## src/rtl/fcmp_pkg.sv

```systemverilog
package fcmp_pkg;

  // Condition codes {N,Z,C,V}
  localparam logic [3:0] CC_EQ = 4'b0110;
  localparam logic [3:0] CC_LT = 4'b1000;
  localparam logic [3:0] CC_GT = 4'b0010;
  localparam logic [3:0] CC_UN = 4'b0011;

  typedef struct packed {
    logic sign;
    logic is_nan;
    logic is_snan;
    logic is_zero;
  } fcls_t;

endpackage

```

## src/rtl/fcmp_classify.sv

```systemverilog
module fcmp_classify
  import fcmp_pkg::*;
#(
  parameter int EXP_W  = 8,
  parameter int FRAC_W = 23,
  localparam int W     = 1 + EXP_W + FRAC_W
) (
  input  logic [W-1:0] word,
  output fcls_t        cls
);

  logic [EXP_W-1:0]  exp_f;
  logic [FRAC_W-1:0] frac_f;
  logic              exp_ones;
  logic              frac_nz;

  always_comb begin
    exp_f       = word[W-2:FRAC_W];
    frac_f      = word[FRAC_W-1:0];
    exp_ones    = &exp_f;
    frac_nz     = |frac_f;
    cls.sign    = word[W-1];
    cls.is_nan  = exp_ones & frac_nz;
    cls.is_snan = exp_ones & frac_nz & ~frac_f[FRAC_W-1];
    cls.is_zero = ~(|word[W-2:0]);
  end

endmodule

```

## src/rtl/fcmp_order.sv

```systemverilog
module fcmp_order #(
  parameter int W = 32
) (
  input  logic [W-1:0] a,
  input  logic [W-1:0] b,
  output logic         raw_lt,
  output logic         raw_eq
);

  always_comb begin
    raw_lt = (a < b);
    raw_eq = (a == b);
  end

endmodule

```

## src/rtl/fcmp_resolve.sv

```systemverilog
module fcmp_resolve
  import fcmp_pkg::*;
(
  input  fcls_t      cls_d,
  input  fcls_t      cls_m,
  input  logic       raw_lt,
  input  logic       raw_eq,
  input  logic       sig_quiet,
  output logic [3:0] nzcv,
  output logic       invalid
);

  logic unordered;
  logic both_zero;
  logic sign_split;

  always_comb begin
    unordered  = cls_d.is_nan | cls_m.is_nan;
    both_zero  = cls_d.is_zero & cls_m.is_zero;
    sign_split = cls_d.sign ^ cls_m.sign;
    invalid    = (cls_d.is_nan & (cls_d.is_snan | sig_quiet)) |
                 (cls_m.is_nan & (cls_m.is_snan | sig_quiet));
    if (unordered) begin
      nzcv = CC_UN;
    end else if (raw_eq || both_zero) begin
      nzcv = CC_EQ;
    end else if (sign_split) begin
      nzcv = cls_d.sign ? CC_LT : CC_GT;
    end else begin
      nzcv = (raw_lt ^ cls_d.sign) ? CC_LT : CC_GT;
    end
  end

endmodule

```

## src/rtl/fcmp_nzcv.sv

```systemverilog
module fcmp_nzcv
  import fcmp_pkg::*;
#(
  parameter int EXP_W  = 8,
  parameter int FRAC_W = 23,
  localparam int W     = 1 + EXP_W + FRAC_W
) (
  input  logic [W-1:0] opd_d,
  input  logic [W-1:0] opd_m,
  input  logic         cmp_zero,
  input  logic         sig_quiet,
  output logic [3:0]   nzcv,
  output logic         invalid
);

  localparam int NUM_OPS = 2;

  logic [W-1:0] ops [NUM_OPS];
  fcls_t        cls [NUM_OPS];
  logic         raw_lt;
  logic         raw_eq;

  always_comb begin
    ops[0] = opd_d;
    ops[1] = cmp_zero ? '0 : opd_m;
  end

  for (genvar gi = 0; gi < NUM_OPS; gi++) begin : g_cls
    fcmp_classify #(
      .EXP_W (EXP_W),
      .FRAC_W(FRAC_W)
    ) u_cls (
      .word(ops[gi]),
      .cls (cls[gi])
    );
  end

  fcmp_order #(
    .W(W - 1)
  ) u_order (
    .a     (ops[0][W-2:0]),
    .b     (ops[1][W-2:0]),
    .raw_lt(raw_lt),
    .raw_eq(raw_eq)
  );

  fcmp_resolve u_resolve (
    .cls_d    (cls[0]),
    .cls_m    (cls[1]),
    .raw_lt   (raw_lt),
    .raw_eq   (raw_eq & (ops[0][W-1] == ops[1][W-1])),
    .sig_quiet(sig_quiet),
    .nzcv     (nzcv),
    .invalid  (invalid)
  );

endmodule

```

## config.mk

```make
export PLATFORM = sky130hd
export DESIGN_NAME = fcmp_nzcv
export DESIGN_NICKNAME = d
export VERILOG_FILES = /design/src/rtl/fcmp_pkg.sv /design/src/rtl/fcmp_classify.sv /design/src/rtl/fcmp_order.sv /design/src/rtl/fcmp_resolve.sv /design/src/rtl/fcmp_nzcv.sv
export SDC_FILE = /design/constraint.sdc
export NUM_CORES = 1
export LEC_CHECK = 0
export BUFFER_PORTS_ARGS = -buffer_cell sky130_fd_sc_hd__buf_4
export CAP_MARGIN = 10
export CORE_MARGIN = 3
export CORE_UTILIZATION = 49
export DETAILED_ROUTE_END_ITERATION = 6
export GPL_TIMING_DRIVEN = 0
export PLACE_DENSITY = 0.91
export RECOVER_POWER = 50
export SYNTH_ARGS = -nofsm -noshare
export SYNTH_HDL_FRONTEND = slang
export SYNTH_SLANG_ARGS = --single-unit
```

## constraint.sdc

```tcl
create_clock -name vclk -period 4.4
set_input_delay 0.44 -clock vclk [all_inputs]
set_output_delay 0.44 -clock vclk [all_outputs]
set_load 0.01 [all_outputs]
```

Yosys cells after proc, flatten, opt, wreduce, memory -nomap -nowiden
Cells that the tools add are included.
- register bits after elaboration: 0
- bits in latches: 0
- RAM bits: 0
- memory bits (read-only): 0
- output and inout bits: 5
- word-level logic and storage cells: 34
- memories: 0
- add/sub/neg operators: 0
- multipliers: 0
- div/mod/pow operators: 0
- order comparisons: 1
- equality and inequality tests: 2
- shift-type cells: 0
- multiplexer cells: 6
- bitwise gates (word level): 18
- reductions and logical operators: 7
- operator list (kind ; count):
    31-bit OR reduction ; 2
    23-bit OR reduction ; 2
    32-bit two-way mux ; 1
    31-bit == test ; 1
    31-bit less-than comparator ; 1
    4-bit two-way mux ; 5
    8-bit AND reduction ; 2
    1-bit AND ; 8
    1-bit inverter ; 4
    1-bit bitwise OR ; 4
    1-bit bitwise XOR ; 2
    1-bit == test ; 1
    1-bit logical OR ; 1

Longest topological paths before layout
- depth after elaboration: 7
- depth in mapped cells: 11
- mapped depth without buffers: 9

Cells and area by module
A second synthesis with hierarchy kept.
- cells, all modules: 194
- area, all modules: 1327.5 µm²
- modules (own cells, without submodules) (module ; times used ; cells an instance ; area an instance (µm²) ; sequential area each (µm²)):
    fcmp_order ; 1 ; 112 ; 775.7 ; 0.0
    fcmp_nzcv ; 1 ; 38 ; 237.7 ; 0.0
    fcmp_classify ; 2 ; 16 ; 115.1 ; 0.0
    fcmp_resolve ; 1 ; 12 ; 83.8 ; 0.0

Worst setup path before layout
OpenSTA, ideal clock, no wires.
- kind: input -> output
- start point: input port cmp_zero
- end point: output port nzcv[3]
- arrival: 2.516 ns
- required time: 3.960 ns
- setup slack: 1.444 ns
- stages on the path: 11
- path through: inv_1 > clkbuf_1 > clkbuf_1 > nand2_1 > ha_1 > nand4_1 > nor4_1 > and4_1 > a21oi_1 > and4_4 > mux2_2
- longest elaborated chain between the ends: 7
- elaborated cells on any way between the ends: 19
- RTL lines (what ; RTL line ; text):
    from (decl) ; fcmp_nzcv.sv:10 ; input logic cmp_zero,
    32-bit two-way mux * ; fcmp_nzcv.sv:25 ; ops[1] = cmp_zero ? '0 : opd_m;
    31-bit less-than comparator or 31-bit OR reduction (tied branches) ; fcmp_order.sv:11, fcmp_classify.sv:25 ;
    1-bit bitwise XOR or 1-bit inverter (tied branches) ; fcmp_resolve.sv:30, fcmp_classify.sv:25 ;
    4-bit two-way mux or 1-bit AND (tied branches) ; fcmp_resolve.sv:30, fcmp_resolve.sv:19 ;
    4-bit two-way mux or 1-bit logical OR (tied branches) ; fcmp_resolve.sv:27, fcmp_resolve.sv:25 ;
    4-bit two-way mux ; fcmp_resolve.sv:25 ; end else if (raw_eq || both_zero) begin
    4-bit two-way mux * ; fcmp_resolve.sv:23 ; if (unordered) begin
    to (decl) ; fcmp_nzcv.sv:12 ; output logic [3:0] nzcv,
Every way passes the cells marked *; elsewhere a longest branch is shown, timed or not.

Worst setup path after layout
Same ends and word-level chain as after synthesis.

==> metrics.cfg <==
[global_route]
track_usage=0.272
grt_antenna_before_repair=0
grt-ovfl-total=0
grt_pass1_wl_mm=5.92
first_global_vias=1462
grt_max_degree=11

[setup_path]
endpoint_kind=output port
path_class=primary input to output port
cp-start-kind=primary input
crit_start=cmp_zero
crit_path_max_fanout=10
critPathRequiredTime_ns=3.96
arrival_ns=3.24

[die]
die_h_um=53.1
die-area_um2=2810
placeableCoreArea_um2=2020
ioPinCount=71
start_util=0.537
die_x_um=53.1
fp-row-count=16

[route]
wl_per_cell_um=14.3
vias_per_cell=5.94
drt_pre_antenna_iters=4
vias=1539
drt_iter0_markers=45
drc=0
drtAntennaViolNets=0
routed_wirelength_mm=3.70

[min_path]
min_path_type=primary input to output port
min_from=sig_quiet

[yosys]
postSynthCellCount=161
synth_area_um2=1080
syn_nets=258
yosys-top-cells-area=ha_1 36%, nand2_1 14%, nor4_1 7.5%
synth_cell_types=32
synth_top_cell_area_share=0.358
avgSynthCellArea_um2=6.74
yosysSeqAreaShare=0
yosys_warnings=0
synth_top_area_cell=ha_1

[pwr]
combPwrFrac=1.000
p_int_uw=79.2
power_uw=148
power.density_nw_per_um2=89.9
power_frac_clock=0
p_switching_uw=69.2
p_seq_frac=0
switching_share=0.466
ir_worst_vdd_uv=60.9
leakagePower_nw=0.792

[sta]
rsz0062_at_grt=no
worstMarginPinSlew_ns=0.459
fin_crit_sh=0.837
drv_slew=0
final.setup.tns_ns=0
final-hold-violation-count=0
setup_viol=0
finalCriticalPeriod_ns=3.68
setup_ws_ns=0.716
max_slew_margin=0.694
fmax_mhz=271

[cells_and_area]
multi_input_area_um2=1060
drive_above_1_share=0.332
seq_cells=0
stdcell_count=259
final_cell_mix=71 x buf_4, 40 x nand2_1, 31 x ha_1, 14 x a21oi_1, 13 x nor4_1
layout_commonest_cell=buf_4
final_cell_area_um2=1650
synthToLayoutAreaGrowth_pct=52.2
finalNetCount=331
clkbuf_count=0
regArea_um2=0
num_antenna_cells=0
fill_cells=151

[placement]
pre_cts_ws_ns=0.778
dpl_cell_area_um2=1650
gp_congestion=0.933
placedCellCount=259
port_buffers=71
hpwl_mm=3.40

[status]
outcome=finished clean

[job]
maxCapViolations=0

[clock_tree]
holdBufCountCts=0
cts_resized=0
post_cts_buffers=0

==> cells by family after synthesis <==
group | count (synthesis) | share of synthesized area
xor gates and xnor gates | 1 | 0.00808
muxes | 2 | 0.0196
AOI/OAI and AO/OA | 29 | 0.158
and+or+nand+nor | 92 | 0.433
adders and majority gates | 31 | 0.358
buffers and inverters | 6 | 0.0242
==> final timing paths <==
kind / to / slack (ns) / cells past startpoint
min: invalid / 1.28 / 4
max: nzcv[3] / 0.72 / 13
==> routing by layer <==
metal	share of wire	track usage	up-vias
met5	0	0	-
met4	0.019	0.0553	0
met3	0.063	0.0169	10
met2	0.51	0.514	77
met1	0.41	0.332	684
li1	-	-	768
==> worst max-delay path, cell delays in order <==
cell	delay [ns]
buf_4	0.13
inv_1	0.08
clkbuf_1	0.34
clkbuf_1	0.42
nand2_1	0.10
ha_1	0.33
nand4_1	0.15
nor4_1	0.35
and4_1	0.23
a21oi_1	0.06
and4_4	0.21
mux2_2	0.25
buf_4	0.14
==> power by group through the flow <==
stage,registers [mW],logic [mW],clock network [mW]
6_report,0,0.148,0
5_1_grt,0,0.166,0
4_1_cts,0,0.148,0
3_5_place_dp,0,0.147,0
3_3_place_gp,0,0.140,0
2_1_floorplan,0,0.0689,0
==> Yosys cell counts (4+ instances only) <==
master   number
ha_1         31
nand3_1       5
nand4_1      10
nor3_1        7
nor4_1       13
a21oi_1      14
o21ai_1       4
nand2_1      40
nor2_1        6
==> cell type report <==
class,count,area share
Tap cell,27,0.0205
Timing Repair Buffer,71,0.323
Buffer,4,0.0114
Inverter,2,0.00455
Multi-Input combinational cell,155,0.641
==> through the flow <==
| stage | util | hold slack [ns] |
|---|---|---|
| 2_1_floorplan | - | 1.07 |
| 3_3_place_gp | 0.817 | 1.29 |
| 4_1_cts | 0.817 | 1.30 |
| 5_1_grt | 0.817 | 1.30 |
| 6_report | 0.817 | 1.28 |
| 3_5_place_dp | 0.817 | 1.30 |
Power figures use the tool's default switching activity.
